**src/rtl/stream_arb_pkg.sv**
```systemverilog
package stream_arb_pkg;

    typedef enum logic {
        USE_HW = 1'b0,
        USE_SW = 1'b1
    } use_mode_e;

    typedef enum logic [1:0] {
        SRC_NONE   = 2'd0,
        SRC_FIFO   = 2'd1,
        SRC_DIRECT = 2'd2
    } slot_src_e;

    typedef enum logic [1:0] {
        DP_IDLE   = 2'd0,
        DP_FLIGHT = 2'd1,
        DP_DONE   = 2'd2,
        DP_HOLD   = 2'd3
    } dp_state_e;

    typedef struct packed {
        slot_src_e src;
        logic      fifo_first;
        logic      clash;
    } slot_pick_t;

    // Winner policy for a contested slot.
    function automatic logic fifo_goes_first(use_mode_e mode, logic ovr, logic ovr_val);
        return ovr ? ovr_val : (mode == USE_HW);
    endfunction

endpackage

```
**src/rtl/slot_rotor.sv**
```systemverilog
module slot_rotor #(
    parameter int BANK_W = 4
) (
    input  logic              clk,
    input  logic              rst,
    output logic [BANK_W-1:0] bank
);
    always_ff @(posedge clk) begin
        if (rst) bank <= '0;
        else     bank <= bank + 1'b1;
    end
endmodule

```
**src/rtl/word_ring.sv**
```systemverilog
module word_ring #(
    parameter int DW    = 32,
    parameter int DEPTH = 16
) (
    input  logic                       clk,
    input  logic                       rst,
    input  logic                       flush,
    input  logic                       push,
    input  logic [DW-1:0]              wdata,
    input  logic                       pop,
    output logic [DW-1:0]              head,
    output logic [$clog2(DEPTH+1)-1:0] count,
    output logic                       empty,
    output logic                       full
);
    localparam int PW = (DEPTH > 1) ? $clog2(DEPTH) : 1;
    localparam int CW = $clog2(DEPTH+1);

    logic [DW-1:0] store [DEPTH];
    logic [PW-1:0] rd_p, wr_p;

    function automatic logic [PW-1:0] step(logic [PW-1:0] p);
        return (p == PW'(DEPTH-1)) ? '0 : p + 1'b1;
    endfunction

    assign head  = store[rd_p];
    assign empty = (count == '0);
    assign full  = (count == CW'(DEPTH));

    always_ff @(posedge clk) begin
        if (push) store[wr_p] <= wdata;
    end

    always_ff @(posedge clk) begin
        if (rst || flush) begin
            rd_p  <= '0;
            wr_p  <= '0;
            count <= '0;
        end else begin
            if (push) wr_p <= step(wr_p);
            if (pop)  rd_p <= step(rd_p);
            case ({push, pop})
                2'b10:   count <= count + 1'b1;
                2'b01:   count <= count - 1'b1;
                default: count <= count;
            endcase
        end
    end
endmodule

```
**src/rtl/slot_policy.sv**
```systemverilog
module slot_policy
    import stream_arb_pkg::*;
(
    input  logic       sw_mode,
    input  logic       ovr,
    input  logic       ovr_fifo_first,
    input  logic       fifo_want,
    input  logic       dir_want,
    output slot_pick_t pick
);
    always_comb begin
        pick.fifo_first = fifo_goes_first(use_mode_e'(sw_mode), ovr, ovr_fifo_first);
        pick.clash      = fifo_want & dir_want;
        if (fifo_want && (!dir_want || pick.fifo_first))
            pick.src = SRC_FIFO;
        else if (dir_want)
            pick.src = SRC_DIRECT;
        else
            pick.src = SRC_NONE;
    end
endmodule

```
**src/rtl/direct_port.sv**
```systemverilog
module direct_port
    import stream_arb_pkg::*;
#(
    parameter int DW     = 32,
    parameter int BANK_W = 4
) (
    input  logic              clk,
    input  logic              rst,
    input  logic              req,
    input  logic [BANK_W-1:0] addr_bank,
    input  logic [BANK_W-1:0] bank,
    input  logic              granted,
    input  logic [DW-1:0]     mem_rdata,
    output logic              want,
    output logic              busy,
    output logic              done,
    output logic [DW-1:0]     rdata
);
    dp_state_e st;

    assign want = (st == DP_IDLE) && req && (addr_bank == bank);
    assign busy = req && (st == DP_IDLE || st == DP_FLIGHT);
    assign done = (st == DP_DONE);

    always_ff @(posedge clk) begin
        if (rst) begin
            st    <= DP_IDLE;
            rdata <= '0;
        end else begin
            case (st)
                DP_IDLE:   if (granted) st <= DP_FLIGHT;
                DP_FLIGHT: begin
                    rdata <= mem_rdata;
                    st    <= DP_DONE;
                end
                DP_DONE:   st <= req ? DP_HOLD : DP_IDLE;
                default:   if (!req) st <= DP_IDLE;
            endcase
        end
    end
endmodule

```
**src/rtl/stream_slot_arbiter.sv**
```systemverilog
module stream_slot_arbiter
    import stream_arb_pkg::*;
#(
    parameter int AW         = 16,
    parameter int DW         = 32,
    parameter int DEPTH      = 16,
    parameter int REFILL_LVL = 8,
    parameter int BANK_W     = 4
) (
    input  logic              clk,
    input  logic              rst,
    input  logic              cfg_sw_mode,
    input  logic              cfg_override,
    input  logic              cfg_fifo_first,
    input  logic              fifo_start,
    input  logic              fifo_write,
    input  logic [AW-1:0]     fifo_base,
    input  logic              fifo_pop,
    input  logic              fifo_push,
    input  logic [DW-1:0]     fifo_wdata,
    output logic [DW-1:0]     fifo_rdata,
    output logic              fifo_avail,
    output logic              fifo_stall,
    input  logic              dir_req,
    input  logic              dir_we,
    input  logic [AW-1:0]     dir_addr,
    input  logic [DW-1:0]     dir_wdata,
    output logic              dir_busy,
    output logic              dir_done,
    output logic [DW-1:0]     dir_rdata,
    output logic [BANK_W-1:0] slot_bank,
    output logic              mem_en,
    output logic              mem_we,
    output logic [AW-1:0]     mem_addr,
    output logic [DW-1:0]     mem_wdata,
    input  logic [DW-1:0]     mem_rdata
);
    localparam int CW = $clog2(DEPTH+1);

    logic          act_q, wr_q, infl_q;
    logic [AW-1:0] ptr_q;
    logic [CW-1:0] cnt;
    logic          empty, full;
    logic [DW-1:0] head;
    logic [CW:0]   occ;
    logic          fifo_need, fifo_want, dir_want;
    logic          fifo_go, dir_go;
    logic          rpush, rpop;
    logic [DW-1:0] rin;
    slot_pick_t    pick;

    slot_rotor #(.BANK_W(BANK_W)) u_rotor (
        .clk(clk), .rst(rst), .bank(slot_bank)
    );

    word_ring #(.DW(DW), .DEPTH(DEPTH)) u_ring (
        .clk(clk), .rst(rst), .flush(fifo_start),
        .push(rpush), .wdata(rin), .pop(rpop),
        .head(head), .count(cnt), .empty(empty), .full(full)
    );

    direct_port #(.DW(DW), .BANK_W(BANK_W)) u_direct (
        .clk(clk), .rst(rst), .req(dir_req),
        .addr_bank(dir_addr[BANK_W-1:0]), .bank(slot_bank),
        .granted(dir_go), .mem_rdata(mem_rdata),
        .want(dir_want), .busy(dir_busy), .done(dir_done), .rdata(dir_rdata)
    );

    slot_policy u_policy (
        .sw_mode(cfg_sw_mode), .ovr(cfg_override), .ovr_fifo_first(cfg_fifo_first),
        .fifo_want(fifo_want), .dir_want(dir_want), .pick(pick)
    );

    // Occupancy counts words already held plus a fetch still returning.
    assign occ       = {1'b0, cnt} + {{CW{1'b0}}, infl_q};
    assign fifo_need = act_q && !fifo_start &&
                       (wr_q ? !empty : (occ < (CW+1)'(REFILL_LVL)));
    assign fifo_want = fifo_need && (ptr_q[BANK_W-1:0] == slot_bank);
    assign fifo_go   = (pick.src == SRC_FIFO);
    assign dir_go    = (pick.src == SRC_DIRECT);

    always_comb begin
        mem_en    = 1'b0;
        mem_we    = 1'b0;
        mem_addr  = '0;
        mem_wdata = '0;
        if (fifo_go) begin
            mem_en    = 1'b1;
            mem_we    = wr_q;
            mem_addr  = ptr_q;
            mem_wdata = head;
        end else if (dir_go) begin
            mem_en    = 1'b1;
            mem_we    = dir_we;
            mem_addr  = dir_addr;
            mem_wdata = dir_wdata;
        end
    end

    // Ring traffic: the source and the sink swap with the direction.
    assign rpush = wr_q ? (fifo_push && act_q && !full && !fifo_start)
                        : (infl_q && !fifo_start);
    assign rin   = wr_q ? fifo_wdata : mem_rdata;
    assign rpop  = wr_q ? fifo_go : (fifo_pop && !empty && !fifo_start);

    assign fifo_rdata = head;
    assign fifo_avail = !wr_q && !empty;
    assign fifo_stall = (fifo_pop && !wr_q && empty) || (fifo_push && wr_q && full);

    always_ff @(posedge clk) begin
        if (rst) begin
            act_q  <= 1'b0;
            wr_q   <= 1'b0;
            infl_q <= 1'b0;
            ptr_q  <= '0;
        end else if (fifo_start) begin
            act_q  <= 1'b1;
            wr_q   <= fifo_write;
            infl_q <= 1'b0;
            ptr_q  <= fifo_base;
        end else begin
            infl_q <= fifo_go && !wr_q;
            if (fifo_go) ptr_q <= ptr_q + 1'b1;
        end
    end
endmodule

```
**config.mk**
```make
export PLATFORM = sky130hd
export DESIGN_NAME = stream_slot_arbiter
export DESIGN_NICKNAME = d
export VERILOG_FILES = /design/src/rtl/stream_arb_pkg.sv /design/src/rtl/slot_rotor.sv /design/src/rtl/word_ring.sv /design/src/rtl/slot_policy.sv /design/src/rtl/direct_port.sv /design/src/rtl/stream_slot_arbiter.sv
export SDC_FILE = /design/constraint.sdc
export NUM_CORES = 1
export LEC_CHECK = 0
export ABC_AREA = 1
export BUFFER_PORTS_ARGS = -buffer_cell sky130_fd_sc_hd__buf_2
export CORE_AREA = 8 8 249 251
export DETAILED_ROUTE_END_ITERATION = 8
export DIE_AREA = 0 0 257 259
export PLACE_DENSITY = 0.6
export SETUP_SLACK_MARGIN = 0.3
export SLEW_MARGIN = 40
export SYNTH_ARGS = -nofsm -noshare
export SYNTH_HDL_FRONTEND = slang
export SYNTH_HIERARCHICAL = 1
export SYNTH_SLANG_ARGS = --single-unit
```
**constraint.sdc**
```tcl
create_clock -name clk -period 5.4 [get_ports clk]
set_input_delay 0.81 -clock clk [delete_from_list [all_inputs] [get_ports clk]]
set_output_delay 0.81 -clock clk [all_outputs]
set_load 0.05 [all_outputs]
```
==> out/metrics.cfg <==
[setup_path]
worst-path-buf-inv = 5
endpoint_kind = output pin
path_common_cell = inv_1
cpLargestDelayFamily = buffers and inverters
cp.required_ns = 4.59
path_cells = or4_1, nor2_1, inv_1, o211ai_1, nor3_1, a21oi_1, inv_1, ha_2, inv_2, buf_12, nand3_1, o21ai_1, buf_2
path_depth = 13
critical_path.max_fanout = 46
worstPathArrival_ns = 3.79
path_class = flop to output pin
start_kind = flop
worstRegToRegCells = 22
cpMaxStageDelayCell = or4_1
slowest_delay_ns = 0.55

[drt]
postRouteAntennaNets = 0
wl_per_cell_um = 20.6
top_layer = met4
vias_per_cell = 5.30
wl_met1_um = 31000
wl_met2_um = 33300
via_count = 18200
wl_met3_um = 5090
drc_errors = 0
drt-total-wl_um = 70800
first_pass_iters = 5
drtIter0Drc = 1595

[sta]
worstMarginPinSlew_ns = 0.855
fin_crit_sh_pct = 85.2
hold_viol_final = 0
rsz0062_at_grt = no
setup_violations = 0
final.setup.worst_slack_ns = 0.797
tns_ns = 0
hold_slack_ns = 0.448
fmax_ghz = 0.217
slew_headroom_pct = 43.0
skew_ns = 0.0307
post-route-min-period_ns = 4.60
slew_violations = 0

[die]
start_util_pct = 44.2
die_h_um = 259
die_w_um = 257
core_sq_um = 58200
num_rows = 89
num_io_pins = 261
die_area_sq_um = 66600

[global_routing]
grt_max_degree = 103
grt_usage_pct = 20.6
grt_overflow = 0
antenna_found_initial = 1
grt_pass1_vias = 17800
grt_pass1_wl_um = 107000

[cts]
cts_root_buf = clkbuf_16
clkTransAtPathRegs_ns = 0.06
postCtsResizedCells = 0
clockBufferDepth = 3
clock_latency_ns = 0.62
htreeDepth = 2
hold_buffers = 0
cts_buffers = 60
cts_sinks = 586
postCtsSetupBuffers = 0
tritoncts = built

[synth]
yosys_warnings = 6
syn_area_sq_um = 25700
synth_nets = 2542
synth_cells = 2390
postSynthAreaPerCell_sq_um = 10.8

[power_and_ir_drop]
power_density_nw_per_um2 = 332
leakage_nw = 11.3
ir_drop_v = 0.000268
total_power_w = 0.00986

[worst_hold_path]
holdPathStages = 3
hold_path.class = primary input to flop

[place]
hpwl_um = 41000
port-buffer-count = 260
gp_congestion = 0.809
pre_cts_slack_ns = 1.27

[run]
max_cap_violations = 0

[layout]
nFillCells = 5147
layout-drive-gt1-share_pct = 17.0
areaGrowthSynthToFinish_pct = 15.4
utilization_pct = 51.0
final_nets = 2757

[run_status]
status = complete, no violations

-- worst paths after layout --
check | to | slack (ns) | start
hold / removal | u_direct/rdata[23] | 0.45 | mem_rdata[23]
setup / recovery | mem_addr[12] | 0.80 | u_ring/count[0]
hold reg to reg | u_direct/rdata[28] | 0.46 | u_direct/rdata[28]
setup reg to reg | u_ring/count[4] | 1.33 | u_ring/count[0]
-- state kept, by name, indices dropped and copies added (netlist names), 2 cells and up, named ones only --
register        flops
u_ring/wr_p         4
ptr_q              16
u_direct/st         2
u_rotor/bank        4
u_ring/count        5
u_ring/rd_p         4
u_ring/store      512
u_direct/rdata     32
-- power by group --
group	total [W]	switching [W]	internal, W
clock	0.00436	0.00173	0.00263
combinational	0.000491	0.000375	0.000116
sequential	0.00501	0.0000222	0.00499
total	0.00986	0.00213	0.00773
-- stage by stage --
step                      cells  area [sq um]
after floorplan            2390         25700
after global placement     3315         27600
after detailed placement   3316         27600
after CTS                  3429         29700
after global routing       3429         29700
final                      3431         29700
-- area by class of cell --
| class | count | area [sq um] | area share (%) |
|---|---|---|---|
| Tap cell | 773 | 967 | 3.26 |
| Sequential cell | 586 | 16900 | 56.8 |
| Clock buffer | 79 | 1660 | 5.57 |
| Multi-Input combinational cell | 1337 | 6800 | 22.9 |
| Antenna cell | 2 | 5.00 | 0.0169 |
| Timing Repair Buffer | 297 | 1750 | 5.89 |
| Clock inverter | 34 | 430 | 1.45 |
| Inverter | 323 | 1220 | 4.10 |
-- tightest hold or removal path, cell delays in order --
cell	delay, ns
buf_2	0.10
nand2_1	0.06
a21oi_1	0.05
-- cell usage in the layout, fill, tap and decap left out, drive strengths merged, types with 74 or more instances in the layout --
cell	n
dfxtp	74
nand3	274
buf	297
a21oi	190
edfxtp	512
o211ai	129
o21ai	157
clkbuf	79
nand2	476
inv	323
-- metal layers --
layer	track usage, %	up-vias
li1	-	8687
met1	28.4	8753
met2	33.3	640
met3	3.72	98
met4	5.67	0
met5	0	-
Power figures use the tool's default switching activity.
